`src/rtl/mdrop_pkg.sv`:
```
package mdrop_pkg;

  localparam int STAT_W   = 4;
  localparam int STAT_OVR = 0;
  localparam int STAT_PT  = 1;
  localparam int STAT_FE  = 2;
  localparam int STAT_BRK = 3;

  typedef enum logic [1:0] {
    FMT_PARITY = 2'b00,
    FMT_NONE_A = 2'b01,
    FMT_NONE_B = 2'b10,
    FMT_MDROP  = 2'b11
  } fmt_e;

  typedef struct packed {
    logic brk;
    logic fe;
    logic pt;
    logic ovr;
  } rx_stat_t;

  // True when the format carries a bit between data and stop bits.
  function automatic logic fmt_has_extra(fmt_e fmt);
    return (fmt == FMT_PARITY) || (fmt == FMT_MDROP);
  endfunction

  // Value of that bit on transmit: tag in multidrop, parity otherwise.
  function automatic logic fmt_extra_bit(fmt_e fmt, logic sense, logic data_xor);
    return (fmt == FMT_MDROP) ? sense : (data_xor ^ sense);
  endfunction

  // Receive wake-up decision.
  function automatic logic rx_take(fmt_e fmt, logic en, logic tag, logic brk);
    if (en) return 1'b1;
    if (fmt == FMT_MDROP) return tag | brk;
    return 1'b0;
  endfunction

endpackage

```
`src/rtl/mdrop_tx_frame.sv`:
```
module mdrop_tx_frame
  import mdrop_pkg::*;
#(
  parameter int DATA_W  = 8,
  parameter int FRAME_W = DATA_W + 4,
  parameter int LEN_W   = $clog2(FRAME_W + 1)
) (
  input  logic              clk,
  input  logic              rst_n,
  input  fmt_e              fmt_i,
  input  logic              sense_i,
  input  logic              stop2_i,
  input  logic [LEN_W-1:0]  nbits_i,
  input  logic              load_i,
  input  logic [DATA_W-1:0] data_i,
  input  logic              step_i,
  output logic              line_o,
  output logic              busy_o,
  output logic              load_fire_o
);

  logic [FRAME_W-1:0] shreg_q;
  logic [LEN_W-1:0]   left_q;
  logic [FRAME_W-1:0] frame_d;
  logic [LEN_W-1:0]   len_d;
  logic               extra_en;
  logic               extra_bit;

  function automatic logic [DATA_W-1:0] keep_low(logic [DATA_W-1:0] d,
                                                 logic [LEN_W-1:0] nb);
    logic [DATA_W-1:0] r;
    for (int i = 0; i < DATA_W; i++)
      r[i] = (i < int'(nb)) ? d[i] : 1'b0;
    return r;
  endfunction

  // Frame image, LSB goes out first; positions past the frame stay at idle 1.
  function automatic logic [FRAME_W-1:0] build(logic [DATA_W-1:0] d,
                                               logic [LEN_W-1:0] nb,
                                               logic xen, logic xbit);
    logic [FRAME_W-1:0] f;
    f    = '1;
    f[0] = 1'b0;
    for (int i = 0; i < DATA_W; i++)
      if (i < int'(nb)) f[1+i] = d[i];
    if (xen) f[1+int'(nb)] = xbit;
    return f;
  endfunction

  always_comb begin
    extra_en  = fmt_has_extra(fmt_i);
    extra_bit = fmt_extra_bit(fmt_i, sense_i, ^keep_low(data_i, nbits_i));
    frame_d   = build(data_i, nbits_i, extra_en, extra_bit);
    len_d     = nbits_i + LEN_W'(2) + LEN_W'(extra_en) + LEN_W'(stop2_i);
  end

  assign load_fire_o = load_i && !busy_o;

  always_ff @(posedge clk or negedge rst_n) begin
    if (!rst_n) begin
      shreg_q <= '1;
      left_q  <= '0;
      busy_o  <= 1'b0;
    end else if (load_fire_o) begin
      shreg_q <= frame_d;
      left_q  <= len_d;
      busy_o  <= 1'b1;
    end else if (busy_o && step_i) begin
      shreg_q <= {1'b1, shreg_q[FRAME_W-1:1]};
      left_q  <= left_q - LEN_W'(1);
      busy_o  <= (left_q != LEN_W'(1));
    end
  end

  assign line_o = busy_o ? shreg_q[0] : 1'b1;

endmodule

```
`src/rtl/mdrop_rx_filter.sv`:
```
module mdrop_rx_filter
  import mdrop_pkg::*;
#(
  parameter int DATA_W = 8,
  parameter int LEN_W  = $clog2(DATA_W + 5)
) (
  input  logic              clk,
  input  logic              rst_n,
  input  fmt_e              fmt_i,
  input  logic              sense_i,
  input  logic [LEN_W-1:0]  nbits_i,
  input  logic              en_i,
  input  logic              valid_i,
  input  logic [DATA_W-1:0] data_i,
  input  logic              extra_i,
  input  logic              fe_i,
  input  logic              brk_i,
  input  logic              ovr_i,
  output logic              accept_o,
  output logic              wr_o,
  output logic [DATA_W-1:0] data_o,
  output rx_stat_t          stat_o
);

  logic [DATA_W-1:0] masked;
  rx_stat_t          stat_d;

  always_comb begin
    for (int i = 0; i < DATA_W; i++)
      masked[i] = (i < int'(nbits_i)) && data_i[i];
    stat_d.ovr = ovr_i;
    stat_d.fe  = fe_i;
    stat_d.brk = brk_i;
    unique case (fmt_i)
      FMT_MDROP:  stat_d.pt = extra_i;
      FMT_PARITY: stat_d.pt = (^masked) != (extra_i ^ sense_i);
      default:    stat_d.pt = 1'b0;
    endcase
  end

  assign accept_o = valid_i && rx_take(fmt_i, en_i, extra_i, brk_i);

  always_ff @(posedge clk or negedge rst_n) begin
    if (!rst_n) begin
      wr_o   <= 1'b0;
      data_o <= '0;
      stat_o <= '0;
    end else begin
      wr_o <= accept_o;
      if (accept_o) begin
        data_o <= masked;
        stat_o <= stat_d;
      end
    end
  end

endmodule

```
`src/rtl/mdrop_frame.sv`:
```
module mdrop_frame
  import mdrop_pkg::*;
#(
  parameter int DATA_W = 8
) (
  input  logic              clk,
  input  logic              rst_n,
  input  logic [5:0]        mode_i,
  input  logic              rx_en_i,
  input  logic              rx_valid_i,
  input  logic [DATA_W-1:0] rx_data_i,
  input  logic              rx_extra_i,
  input  logic              rx_frame_err_i,
  input  logic              rx_break_i,
  input  logic              rx_overrun_i,
  output logic              fifo_wr_o,
  output logic [DATA_W-1:0] fifo_data_o,
  output logic [3:0]        fifo_stat_o,
  input  logic              tx_load_i,
  input  logic [DATA_W-1:0] tx_data_i,
  input  logic              tx_step_i,
  output logic              tx_line_o,
  output logic              tx_busy_o
);

  localparam int FRAME_W  = DATA_W + 4;
  localparam int LEN_W    = $clog2(FRAME_W + 1);
  localparam int MIN_BITS = DATA_W - 3;

  fmt_e             fmt;
  logic             sense;
  logic             stop2;
  logic [LEN_W-1:0] nbits;
  logic             md_active;
  logic             rx_accept;
  logic             tx_load_fire;
  rx_stat_t         stat_q;

  assign fmt       = fmt_e'(mode_i[4:3]);
  assign sense     = mode_i[2];
  assign stop2     = mode_i[5];
  assign nbits     = LEN_W'(MIN_BITS) + LEN_W'(mode_i[1:0]);
  assign md_active = (fmt == FMT_MDROP);

  mdrop_tx_frame #(.DATA_W(DATA_W), .FRAME_W(FRAME_W), .LEN_W(LEN_W)) u_tx (
    .clk         (clk),
    .rst_n       (rst_n),
    .fmt_i       (fmt),
    .sense_i     (sense),
    .stop2_i     (stop2),
    .nbits_i     (nbits),
    .load_i      (tx_load_i),
    .data_i      (tx_data_i),
    .step_i      (tx_step_i),
    .line_o      (tx_line_o),
    .busy_o      (tx_busy_o),
    .load_fire_o (tx_load_fire)
  );

  mdrop_rx_filter #(.DATA_W(DATA_W), .LEN_W(LEN_W)) u_rx (
    .clk      (clk),
    .rst_n    (rst_n),
    .fmt_i    (fmt),
    .sense_i  (sense),
    .nbits_i  (nbits),
    .en_i     (rx_en_i),
    .valid_i  (rx_valid_i),
    .data_i   (rx_data_i),
    .extra_i  (rx_extra_i),
    .fe_i     (rx_frame_err_i),
    .brk_i    (rx_break_i),
    .ovr_i    (rx_overrun_i),
    .accept_o (rx_accept),
    .wr_o     (fifo_wr_o),
    .data_o   (fifo_data_o),
    .stat_o   (stat_q)
  );

  assign fifo_stat_o = stat_q;

endmodule

```
`config.mk`:
```
export PLATFORM = sky130hd
export DESIGN_NAME = mdrop_frame
export DESIGN_NICKNAME = d
export VERILOG_FILES = /design/src/rtl/mdrop_pkg.sv /design/src/rtl/mdrop_tx_frame.sv /design/src/rtl/mdrop_rx_filter.sv /design/src/rtl/mdrop_frame.sv
export SDC_FILE = /design/constraint.sdc
export NUM_CORES = 1
export LEC_CHECK = 0
export BUFFER_PORTS_ARGS = -buffer_cell sky130_fd_sc_hd__buf_2
export CAP_MARGIN = 40
export CORE_UTILIZATION = 35
export CTS_BUF_LIST = sky130_fd_sc_hd__clkbuf_2
export DETAILED_ROUTE_END_ITERATION = 16
export GPL_ROUTABILITY_DRIVEN = 0
export GPL_TIMING_DRIVEN = 0
export SLEW_MARGIN = 15
export SYNTH_ARGS = -nofsm -noshare
export SYNTH_HDL_FRONTEND = slang
export SYNTH_HIERARCHICAL = 1
export SYNTH_SLANG_ARGS = --single-unit
```
`constraint.sdc`:
```
create_clock -name clk -period 1.4 [get_ports clk]
set_input_delay 0.28 -clock clk [delete_from_list [all_inputs] [get_ports clk]]
set_output_delay 0.28 -clock clk [all_outputs]
set_load 0.03 [all_outputs]
```
==> qor.csv <==
stage,metric,value,unit
die,die_h,85.7,um
cts,root_buffer,clkbuf_2,
route,drt-total-wl,6620,um
power,power_leakage,1.39,nW
global_routing,grt_use_total,0.188,
yosys,synth-async-reset-ratio,1.00,
power,p_total,3.89,mW
sta,hold_viol,0,
yosys,synth.top_cell.area_share,0.184,
yosys,synth_seq_area_share,0.312,
layout,fin_nets,407,
critical_path,max_stage_delay,290,ps
yosys,syn-num-nets,344,
die,dieArea,0.00735,mm^2
global_routing,grt_max_degree,31,
die,start_util,0.361,
sta,fin_ws,-393,ps
global_routing,grt_pass1_vias,2372,
yosys,synth_flop_cell,dfrtp_1,
power,power_density,1250,mW/mm^2
yosys,synth_edf_count,0,
route,wl_per_cell,14.3,um
layout,synthToLayoutAreaGrowth,27.2,%
cts,numClockSinks,30,
placed_design,hpwl,4800,um
placed_design,placed_area,0.00286,mm^2
cts,cts_tree,yes,
route,dr.max_layer_used,met4,
sta,timing.final.crit_share,1.28,
placed_design,place_inst,445,
critical_path,cp.arrival,2090,ps
power,switchingPower,1.63,mW
route,m1WireLength,2990,um
critical_path,critPathMaxFanout,4,
global_routing,grt_pass1_wl,11000,um
critical_path,crit_chain,buf_8 -> ha_4 -> clkinvlp_4 -> buf_8 -> nor3_4 -> mux2i_2 -> xnor2_2 -> xnor2_2 -> buf_4 -> o211a_1 -> o31ai_2,
route,drt_pass1_iterations,11,
route,routed-via-count,2421,
critical_path,cp.required,1690,ps
flow_run,cap_violations,0,
die,io_pins,47,
route,post-route-drc-count,0,
sta,setup_violations,12,
power,combPwrFrac,0.510,
global_routing,antenna_found_initial,0,
cts,clk_latency,360,ps
yosys,ys.warnings.count,6,
min_path,hold_path_class,in -> reg,
critical_path,start_kind,input port,
cts,cts_max_path_buffers,2,
cts,cts_buffers,5,
sta,maxSlewHeadroom,0.535,
sta,final-max-slew-violation-count,0,
critical_path,cpMaxStageDelayCell,mux2i_2,
sta,finClkSkew,3.39,ps
placed_design,io_buffer_count,46,
layout,utilization,0.459,
cts,cts_max_level,2,
layout,drive_gt1_frac,0.343,
die,num_rows,30,
cts,cts.reportedPaths.clkPinSlew,170,ps
route,drtIter0Drc,212,
yosys,synth_seq_cells,30,
sta,period_needed,1790,ps
critical_path,end_kind,flop,
route,avgViaCountPerCell,5.23,
layout,diodes,0,
yosys,synthTopCellsByArea,"dfrtp_1 (18%), dfstp_2 (13%), nand2_1 (8.9%), o21ai_0 (5.9%), ha_1 (4.1%)",
layout,finalNonFillerCells,463,
layout,fin_area,0.00312,mm^2
outcome,status,"complete, but fails checks",
route,wl_met2,3020,um
yosys,syn_area_per_cell,8.09,um^2
critical_path,worst-setup-path-type,in -> reg,
yosys,syn-instance-count,303,
die,die_w,85.7,um
power,p_int,2.25,mW
sta,max_freq,558,MHz
power,p_seq_frac,0.376,
yosys,synth_cell_type_count,57,
sta,rsz0062_at_grt,true,
outcome,violations,negative setup slack,
sta,fin_tns_setup,-4030,ps
global_routing,grt-ovfl-total,0,
power,clock_power_share,0.114,
route,drtAntennaViolNets,0,
route,wl_met3,486,um
sta,tightest_slew,698,ps
yosys,yosysTopAreaCell,dfrtp_1,
yosys,synth_area,0.00245,mm^2
power,switching_share,0.420,
die,core-area,0.00679,mm^2
power,ir_drop,0.403,mV
power by group through the flow:
stage | logic (mW) | clock network (mW) | registers, mW
6_report | 1.98 | 0.445 | 1.46
4_1_cts | 1.94 | 0.470 | 1.46
5_1_grt | 2.16 | 0.500 | 1.50
3_3_place_gp | 1.70 | 0 | 1.46
3_5_place_dp | 1.72 | 0 | 1.47
2_1_floorplan | 1.20 | 0 | 1.52
what timing repair did:
| item | 4_1_cts | 5_1_grt |
|---|---|---|
| pin swaps | 8 | 3 |
| resized for setup | 32 | 14 |
| endpoints found under the setup margin | 19 | 28 |
| buffers inserted | 7 | 2 |
| cloned | 1 | 0 |
| hold buffers | 1 | 0 |
| hold endpoints to repair | 18 | 0 |
kinds of logic (layout without fill, tap and decap cells):
| logic type | after synthesis | in the layout | share of synthesized area |
|---|---|---|---|
| flops | 30 | 30 | 0.312 |
| compound gates | 77 | 77 | 0.205 |
| simple gates | 123 | 123 | 0.242 |
| mux | 9 | 9 | 0.0372 |
| fa+ha+maj | 9 | 9 | 0.0490 |
| xor+xnor | 20 | 20 | 0.0832 |
| buf+inv | 35 | 99 | 0.0714 |
sequential cells by signal (all words and copies together) (netlist names):
signal / flops
u_rx/stat_o: 4
u_tx/left_q: 4
u_rx/data_o: 8
u_tx/busy_o: 1
u_rx/wr_o: 1
u_tx/shreg_q: 12
cells in the mapped netlist (2+ instances only):
master / number
clkbuf_1: 7
a31oi_1: 5
nor3_2: 2
nand2b_1: 5
inv_1: 18
mux2i_1: 8
o211a_1: 2
o31ai_1: 2
and2b_1: 2
nor4_1: 3
dfrtp_1: 18
dfstp_2: 12
o31ai_2: 2
a21oi_1: 17
buf_4: 3
o22ai_1: 2
o21a_1: 5
nand2_1: 58
nor2b_1: 3
buf_2: 2
xnor2_1: 10
nor3_1: 10
o21ai_0: 29
xor2_1: 7
nand3_1: 6
nand4_1: 2
xnor2_2: 2
nor2_1: 20
buf_6: 4
and3_1: 2
ha_1: 8
o2111a_1: 2
per-stage QoR:
stage	worst slack (ps)	hold slack [ps]
floorplan	-559	-15.6
global placement	-921	381
detailed placement	-966	376
CTS	-390	64.2
global route	-468	103
finish	-393	101
layout by cell type, fill, tap and decap left out, types with 10 or more instances in the layout:
cell and instances:
a21oi_1 16, buf_2 45, buf_6 10, dfrtp_1 17, dfstp_2 12, inv_1 16
nand2_1 56, nor2_1 20, o21ai_0 27, xnor2_1 10
worst paths after layout:
path                                 startpoint                to  slack (ps)  depth (start not counted)
worst max-delay path                  mode_i[0]   u_tx/shreg_q[9]        -390                         11
worst min-delay path             rx_frame_err_i    u_rx/stat_o[2]         100                          3
worst max register to register      u_tx/busy_o  u_tx/shreg_q[11]        -140                          6
worst min register to register  u_tx/shreg_q[1]   u_tx/shreg_q[0]         480                          2
max in group asynchronous                 rst_n       u_tx/busy_o         450                          2
min in group asynchronous                 rst_n       u_tx/busy_o         480                          2
final cells by class:
class | instances | area, um^2
clock buffer | 5 | 25.0
fill | 687 | 3670
multi-input combinational | 238 | 1610
timing repair buffer | 56 | 348
clock inverter | 3 | 16.3
inverter | 19 | 83.8
tap | 96 | 120
buffer | 16 | 153
sequential | 30 | 767
worst max-delay path, delay by kind of cell:
family	cells	cell delay, ps
adders and majority gates	1	130
buffers and inverters	4	500
muxes	1	290
and+or+nand+nor	1	210
xor gates and xnor gates	2	290
AOI/OAI and AO/OA	2	380
metal layers:
metal,track usage,vias to the layer above
met1,0.252,1126
met3,0.0269,12
li1,-,1168
met2,0.319,115
met5,0,-
met4,0.0500,0
(Power assumes the default switching activity.)
